File: src/rtl/ea_field_decoder.sv
module ea_field_decoder #(
  parameter int ADV_W = 8,
  parameter int CNT_W = 3
) (
  input  logic             clk,
  input  logic             rst_n,
  input  logic             start,
  input  logic [5:0]       field,
  input  logic [3:0]       opsize,
  output logic             fetch_req,
  input  logic             fetch_ack,
  input  logic             fetch_err,
  input  logic [15:0]      fetch_data,
  output logic             done,
  output logic [1:0]       status,
  output logic [3:0]       mode_class,
  output logic [3:0]       reg_num,
  output logic [31:0]      disp,
  output logic [31:0]      imm0,
  output logic [31:0]      imm1,
  output logic [31:0]      imm2,
  output logic [ADV_W-1:0] advance
);
  logic             busy, done_q;
  logic [CNT_W-1:0] left_q, k_q;
  logic [3:0]       cls_q, reg_q, size_q;
  logic [1:0]       st_q;
  logic [31:0]      disp_q, i0_q, i1_q, i2_q;
  logic [ADV_W-1:0] adv_q;

  logic [3:0]       d_cls, d_reg;
  logic [CNT_W-1:0] d_words;
  logic             d_bad;

  always_comb begin
    d_cls   = 4'd0;
    d_reg   = {1'b1, field[2:0]};
    d_words = '0;
    d_bad   = 1'b0;
    if (field[5:4] == 2'b00) begin
      d_reg = field[3:0];
    end else if (field == 6'o74) begin
      d_cls = 4'd1;
      case (opsize)
        4'd1, 4'd2: d_words = CNT_W'(1);
        4'd4:       d_words = CNT_W'(2);
        4'd8:       d_words = CNT_W'(4);
        4'd12:      d_words = CNT_W'(6);
        default:    d_bad   = 1'b1;
      endcase
    end else begin
      case (field[5:3])
        3'd5: begin d_cls = 4'd5; d_words = CNT_W'(1); end
        3'd7: begin
          d_reg = {1'b0, field[2:0]};
          case (field[2:0])
            3'd0:    begin d_cls = 4'd7; d_words = CNT_W'(1); end
            3'd1:    begin d_cls = 4'd8; d_words = CNT_W'(2); end
            3'd2:    begin d_cls = 4'd9; d_words = CNT_W'(1); end
            3'd3:    d_cls = 4'd10;
            default: begin d_cls = 4'd15; d_bad = 1'b1; end
          endcase
        end
        default: d_cls = {1'b0, field[5:3]};
      endcase
    end
  end

  wire go       = start && !busy;
  wire zero_now = go && (d_words == '0);
  wire accept   = busy && fetch_ack && !fetch_err;
  wire [31:0] sx16 = {{16{fetch_data[15]}}, fetch_data};
  wire [31:0] sx8  = {{24{fetch_data[7]}}, fetch_data[7:0]};

  always_ff @(posedge clk or negedge rst_n) begin
    if (!rst_n) begin
      busy <= 1'b0; done_q <= 1'b0; left_q <= '0; k_q <= '0;
      cls_q <= '0; reg_q <= '0; size_q <= '0; st_q <= '0;
      disp_q <= '0; i0_q <= '0; i1_q <= '0; i2_q <= '0; adv_q <= '0;
    end else begin
      done_q <= 1'b0;
      if (go) begin
        cls_q  <= d_cls;
        reg_q  <= d_reg;
        size_q <= opsize;
        st_q   <= d_bad ? 2'd1 : 2'd0;
        left_q <= d_words;
        k_q    <= '0;
        busy   <= (d_words != '0);
        disp_q <= '0; i0_q <= '0; i1_q <= '0; i2_q <= '0;
        adv_q  <= '0;
      end else if (busy && fetch_err) begin
        busy   <= 1'b0;
        st_q   <= 2'd2;
        done_q <= 1'b1;
      end else if (accept) begin
        k_q    <= k_q + CNT_W'(1);
        left_q <= left_q - CNT_W'(1);
        adv_q  <= adv_q + ADV_W'(2);
        if (left_q == CNT_W'(1)) begin
          busy   <= 1'b0;
          done_q <= 1'b1;
        end
        if (cls_q == 4'd1) begin
          case (k_q)
            CNT_W'(0): i0_q <= (size_q == 4'd1) ? sx8 : sx16;
            CNT_W'(1): i0_q <= {i0_q[15:0], fetch_data};
            CNT_W'(2), CNT_W'(3): i1_q <= {i1_q[15:0], fetch_data};
            default:   i2_q <= {i2_q[15:0], fetch_data};
          endcase
        end else begin
          disp_q <= (k_q == '0) ? sx16 : {disp_q[15:0], fetch_data};
        end
      end
    end
  end

  assign fetch_req  = busy;
  assign done       = done_q | zero_now;
  assign status     = zero_now ? (d_bad ? 2'd1 : 2'd0) : st_q;
  assign mode_class = zero_now ? d_cls : cls_q;
  assign reg_num    = zero_now ? d_reg : reg_q;
  assign disp       = zero_now ? 32'd0 : disp_q;
  assign imm0       = zero_now ? 32'd0 : i0_q;
  assign imm1       = zero_now ? 32'd0 : i1_q;
  assign imm2       = zero_now ? 32'd0 : i2_q;
  assign advance    = zero_now ? '0 : adv_q;
endmodule

File: config.mk
export PLATFORM = sky130hd
export DESIGN_NAME = ea_field_decoder
export DESIGN_NICKNAME = d
export VERILOG_FILES = /design/src/rtl/ea_field_decoder.sv
export SDC_FILE = /design/constraint.sdc
export NUM_CORES = 1
export LEC_CHECK = 0
export BUFFER_PORTS_ARGS = -buffer_cell sky130_fd_sc_hd__buf_2
export CELL_PAD_IN_SITES_DETAIL_PLACEMENT = 1
export CELL_PAD_IN_SITES_GLOBAL_PLACEMENT = 2
export CORE_MARGIN = 2
export CORE_UTILIZATION = 36
export CTS_CLUSTER_SIZE = 10
export DETAILED_ROUTE_END_ITERATION = 8
export PLACE_DENSITY = 0.83
export SLEW_MARGIN = 20
export SYNTH_ARGS = -nofsm -noshare
export SYNTH_HDL_FRONTEND = slang
export SYNTH_SLANG_ARGS = --single-unit
File: constraint.sdc
create_clock -name clk -period 3.3 [get_ports clk]
set_clock_uncertainty 0.1 [all_clocks]
set_input_delay 0.165 -clock clk [delete_from_list [all_inputs] [get_ports clk]]
set_output_delay 0.165 -clock clk [all_outputs]
set_load 0.05 [all_outputs]
==> summary.txt, run 1 <==
Run status
  – Outcome: completed

Route
  – First-pass DRT Iterations: 4
  – Drt first-iter violations: 328
  – Final wirelength: 22900 um
  – Via density: 4.95
  – Vias: 6353
  – Final ANT Viol Nets: 0
  – Avg WL per Cell: 17.8 um
  – DRC: 0

Setup path
  – Worst setup SP type: input pin
  – CP Data Required Time: 3.03 ns
  – Worst Path Buf+Inv: 4
  – Most used cell along the critical path: buf_2
  – CP endpoint kind: output port
  – Max stage delay cell, worst path: dlygate4sd3_1
  – CP delay by family, top: buffers and inverters
  – Worst setup path category: input pin to output port
  – Crit-path cells: dlygate4sd3_1 > buf_2 > or3b_1 > nor2_1 > a21bo_4 > buf_4 > mux2_2 > buf_2
  – Worst EP arrival: 2.67 ns
  – Crit-path max cell delay: 0.53 ns
  – Maximum fanout along the worst path: 41

Finish
  – Sequential Area: 3930 um2
  – Most common cell after layout, fill and taps aside: buf_2
  – # fillers: 2498
  – Share of layout cells above drive strength 1: 24.2%
  – Most frequent cells in the layout: 176 x buf_2, 157 x dfrtp_1, 135 x and2_1
  – Final cell area excluding filler cells: 9860 um2
  – Multi-input gate area: 3670 um2
  – Post-layout nets: 1030
  – ANT cells: 0
  – Area Growth Syn to Fin: 24.9%

STA
  – Slew headroom: 41.8%
  – Setup TNS: 0 ns
  – Max-slew violations: 0
  – Setup violation total in the final timing report: 0
  – Final hold slack: 0.0365 ns
  – Fin crit period: 2.94 ns
  – Least-Margin Pin Slew: 0.872 ns
  – Fin crit share: 89.0%
  – RSZ-0062 raised after global routing: false
  – Fmax: 0.340 GHz
  – Final setup margin: 0.362 ns
  – Final hold vios: 0

Clock tree
  – Root Buffer: clkbuf_16
  – CTS tree: yes
  – Post-CTS sizing: 0
  – Number of H-tree levels: 4
  – Clk sink count: 157
  – CTS Buffer Depth: 2
  – Clock Latency Late Sink: 0.42 ns
  – Post-CTS Setup Inserts: 0
  – TritonCTS Buffers: 17
  – Register clock-pin slew on the reported worst setup and hold paths: 0.06 ns

Synthesis
  – Register area share after synthesis: 49.8%
  – Largest cells by area after synthesis: dfrtp_1 50%, and2_1 11%, mux2i_1 8.2%, nand2_1 4.6%, nor2_1 3.9%
  – EDFF count, synth: 0
  – Syn_nets: 857
  – Share of the synthesized area in the top cell type: 49.8%
  – Netlist Area Pre-Place: 7900 um2
  – Warnings from Yosys: 0
  – Post-synth top flop: dfrtp_1
  – Post-synthesis simple-gate area fraction: 24.5%
  – Synth area leader: dfrtp_1
  – Ys async rst share: 100%
  – Main combinational cell family by area after synthesis: simple AND/OR/NAND/NOR gates
  – Post-synthesis compound-gate area fraction: 9.70%
  – Post-Synth Adder-Cell Area: 1.27%
  – Average size of a mapped cell: 9.65 um2
  – Synth Instances: 818
  – FF+latch count, synth: 157
  – Post-synthesis mux area share: 9.38%
  – Yosys cell types: 54
  – Post-Synth XOR/XNOR Area: 1.11%

Global route
  – Vias in the first global route: 6690
  – First-pass GRT wire length: 37500 um
  – Largest net degree at the start of global routing: 104
  – Total track usage: 20.2%
  – Initial antenna violation count: 0
  – Congestion Overflow GR: 0

Power
  – PwrDens: 514 nW/um2
  – P_leak: 5.51 nW
  – VDD IR max: 0.335 mV

Run
  – Max-cap violation count: 0

Die
  – Die Ht: 152 um
  – Row cnt: 54
  – Initial Util: 36.4%
  – Die width: 152 um
  – Die area: 23100 um2
  – Number of placed I/O pins: 179
  – Core area: 21700 um2

Placed design
  – Placer Congestion: 0.840
  – Dpl hpwl: 15600 um
  – PortBufs: 177
  – Dpl ws: 0.862 ns
  – Area post-placement: 9010 um2

Min path
  – Worst Hold Class: input pin to flop
per-stage QoR:
stage          power [mW]  instances  util [%]
2_1_floorplan        2.81        818         -
3_3_place_gp         3.10       1226      41.5
3_5_place_dp         3.11       1226      41.5
4_1_cts              5.13       1283      45.5
5_1_grt              5.31       1283      45.5
6_report             5.07       1283      45.5
what timing repair did:
item                                    4_1_cts  5_1_grt
hold buffers                                 26        0
endpoints found under the hold margin        85        0
endpoints found under the setup margin        0        0
cell type report:
cell class | count | share of cell area (%)
flip-flops and latches | 157 | 39.8
well taps | 280 | 3.55
multi-input cells | 587 | 37.2
repair buffers | 217 | 13.0
clock buffers | 19 | 4.59
inverters | 11 | 0.419
clock inverters | 12 | 1.40
metal layers:
layer	part of all wire, %	vias up	global-route usage, %
met5	0	-	0
met3	3.6	32	3.42
met2	48	148	33.8
met4	2.0	0	6.59
met1	46	3114	26.9
li1	-	3059	-
cell usage after synthesis, drive strengths merged (2+ instances only):
cell and instances:
xor2 5, nor4 2, nor2b 20, nand2b 2
clkbuf 35, and4 2, o21ai 39, a31oi 5
and2 135, dfrtp 157, a21oi 29, a21o 3
a31o 8, o2bb2ai 17, and3 2, a22o 3
a21boi 2, nor3 3, nand2 96, nand3 23
or3b 2, a211oi 4, nor2 82, xnor2 5
inv 11, mux2 8, or4b 2, a311oi 2
ha 8, mux2i 65, buf 28
worst min-delay path, delay by kind of cell:
| family | cells | cell delay (ns) |
|---|---|---|
| AND/OR/NAND/NOR | 2 | 0.15 |
| buffers and inverters | 1 | 0.20 |
power breakdown:
part | switching [mW] | total (mW) | internal, mW
Sequential | 0.0840 | 2.12 | 2.04
Clock | 0.813 | 1.97 | 1.16
Combinational | 0.710 | 0.973 | 0.263
Total | 1.61 | 5.07 | 3.46
cell families after synthesis:
family,Yosys count
simple gates,377
flops,157
xor+xnor,10
fa+ha+maj,8
compound gates,118
other cells,1
buf+inv,74
mux,73
state kept, by name, summed over array words and instances, names as in the netlist:
signal     count
i0_q          32
i1_q          32
adv_q          7
left_q         3
st_q           2
cls_q          4
reg_q          4
size_q         4
disp_q        32
k_q            3
i2_q          32
done_q         1
fetch_req      1
path summary, 6_finish.rpt:
kind                               start       endpoint  slack, ns  cells after the start
max                             field[0]  mode_class[1]       0.36                      8
min                        fetch_data[4]      disp_q[4]       0.04                      3
max reg2reg                       k_q[0]       i0_q[27]       0.87                      6
min reg2reg                   disp_q[19]     disp_q[19]       0.37                      2
max in group asynchronous          rst_n        i2_q[0]       1.99                      3
min in group asynchronous          rst_n     disp_q[18]       0.15                      2
(Power assumes the default switching activity.)
==> run 2, diff against run 1 <==
--- a/config.mk
+++ b/config.mk
@@ -5,14 +5,14 @@
 export SDC_FILE = /design/constraint.sdc
 export NUM_CORES = 1
 export LEC_CHECK = 0
-export BUFFER_PORTS_ARGS = -buffer_cell sky130_fd_sc_hd__buf_2
 export CELL_PAD_IN_SITES_DETAIL_PLACEMENT = 1
 export CELL_PAD_IN_SITES_GLOBAL_PLACEMENT = 2
 export CORE_MARGIN = 2
-export CORE_UTILIZATION = 36
+export CORE_UTILIZATION = 40
 export CTS_CLUSTER_SIZE = 10
 export DETAILED_ROUTE_END_ITERATION = 8
-export PLACE_DENSITY = 0.83
+export DONT_BUFFER_PORTS = 1
+export PLACE_DENSITY = 0.78
 export SLEW_MARGIN = 20
 export SYNTH_ARGS = -nofsm -noshare
 export SYNTH_HDL_FRONTEND = slang
==> run 2 against run 1 <==
The run now ends with hold timing left. Core utilization grew 15 points. Combinational power grew 20%. First-iteration DRC count grew 1.8%. Critical path depth shrank 2. Cell count shrank 4.3%. Design area grew 19%. Clock power is essentially flat. Global-route usage grew 4.7 points.
==> summary.txt, run 2 (same netlist as run 1, synthesis figures left out) <==
Run status
  – Outcome: finished, violations left
  – Failing checks: hold timing

Route
  – Avg WL per Cell: 20.5 um
  – Final ANT Viol Nets: 0
  – Final wirelength: 25100 um
  – DRC: 0
  – Drt first-iter violations: 334
  – Via density: 5.32
  – First-pass DRT Iterations: 6
  – Vias: 6529

Die
  – Initial Util: 40.7%
  – Die Ht: 145 um
  – Die width: 145 um
  – Core area: 19400 um2
  – Row cnt: 51
  – Die area: 20900 um2
  – Number of placed I/O pins: 179

Clock tree
  – Root Buffer: clkbuf_16
  – Post-CTS Setup Inserts: 0
  – Clock Latency Late Sink: 0.42 ns
  – CTS Hold Bufs: 30
  – Post-CTS sizing: 0
  – Register clock-pin slew on the reported worst setup and hold paths: 0.06 ns
  – CTS tree: yes
  – Number of H-tree levels: 4
  – TritonCTS Buffers: 17
  – Clk sink count: 157
  – CTS Buffer Depth: 2

Power
  – P_leak: 5.75 nW
  – PwrDens: 449 nW/um2
  – VDD IR max: 0.366 mV

Min path
  – Worst Hold Class: input pin to asynchronous set/reset pin

Setup path
  – Crit-path max cell delay: 0.49 ns
  – Critical path endpoint: disp[25]
  – Reg-to-reg startpoint: fetch_req
  – CP delay by family, top: compound AO/OA/AOI/OAI gates
  – Worst R2R Path Depth: 5
  – Worst Path Buf+Inv: 2
  – CP endpoint kind: output port
  – Max stage delay cell, worst path: dfrtp_1
  – Worst setup SP type: flop
  – Crit path from: fetch_req
  – CP Data Required Time: 3.03 ns
  – R2R Path End: left_q[1]
  – Maximum fanout along the worst path: 92
  – R2R setup slack: 0.67 ns
  – Crit-path cells: nand2b_2 > a31oi_2 > a21bo_4 > buf_16 > and2_1 > buf_12
  – Worst setup path category: flop to output port
  – Worst EP arrival: 2.66 ns
  – Critical Path Stages: 6

Placed design
  – Dpl hpwl: 16500 um
  – PortBufs: 0
  – Placer Congestion: 0.836

Run
  – Max-cap violation count: 0

Global route
  – First-pass GRT wire length: 39600 um
  – Vias in the first global route: 7111
  – Total track usage: 24.9%
  – Largest net degree at the start of global routing: 158
  – Initial antenna violation count: 1
  – Congestion Overflow GR: 0

STA
  – Final hold vios: 157
  – Least-Margin Pin Slew: 0.853 ns
  – Final hold slack: -0.655 ns
  – Fin crit period: 2.92 ns
  – Slew headroom: 43.1%
  – Setup TNS: 0 ns
  – Fin crit share: 88.6%
  – Max-slew violations: 0
  – Fmax: 0.342 GHz
  – Setup violation total in the final timing report: 0
  – RSZ-0062 raised after global routing: false

Finish
  – Share of layout cells above drive strength 1: 20.8%
  – Most common cell after layout, fill and taps aside: dfrtp_1
  – Post-layout nets: 993
  – # fillers: 2037
  – ANT cells: 0
  – Area Growth Syn to Fin: 48.7%
  – Core Util, Final: 60.5%
  – Most frequent cells in the layout: 157 x dfrtp_1, 139 x buf_12, 135 x and2_1
-- run 2: area by class of cell --
type,instances,area (um2),area share [%]
flip-flops and latches,157,3930,33.5
multi-input cells,587,3670,31.3
repair buffers,180,3190,27.1
clock buffers,20,467,3.97
well taps,265,332,2.82
clock inverters,8,118,1.00
inverters,11,41.3,0.352
-- run 2: worst min path at each step --
| stage | endpoint | cells after the start |
|---|---|---|
| after floorplan | adv_q[1] | 0 |
| after CTS | disp_q[16] | 0 |
| after global routing | disp_q[16] | 0 |
| after detailed placement | disp_q[16] | 0 |
| final | disp_q[16] | 0 |
| after global placement | disp_q[16] | 0 |
-- run 2: power breakdown --
group,internal (mW),switching (mW),total (mW)
Sequential,2.04,0.0912,2.13
Clock,1.23,0.752,1.98
Combinational,0.461,0.706,1.17
-- run 2: per-stage QoR --
step / total power, mW / area, um2 / hold slack [ns] / setup WS (ns) / cells
after global placement: 3.21 / 10800 / -0.221 / 0.684 / 1169
after global routing: 5.47 / 11700 / -0.677 / 0.213 / 1228
final: 5.28 / 11700 / -0.655 / 0.375 / 1228
after floorplan: 2.81 / 7900 / -0.231 / 0.495 / 818
after detailed placement: 3.26 / 10800 / -0.223 / 0.541 / 1169
after CTS: 5.29 / 11700 / -0.670 / 0.107 / 1227
-- run 2: per-layer routing --
metal | global-route usage, % | share of wire (%) | vias to the layer above
met5 | 0 | 0.052 | -
met4 | 10.6 | 3.3 | 2
met3 | 3.91 | 3.3 | 55
met2 | 45.3 | 54 | 178
met1 | 29.1 | 39 | 3301
li1 | - | - | 2993
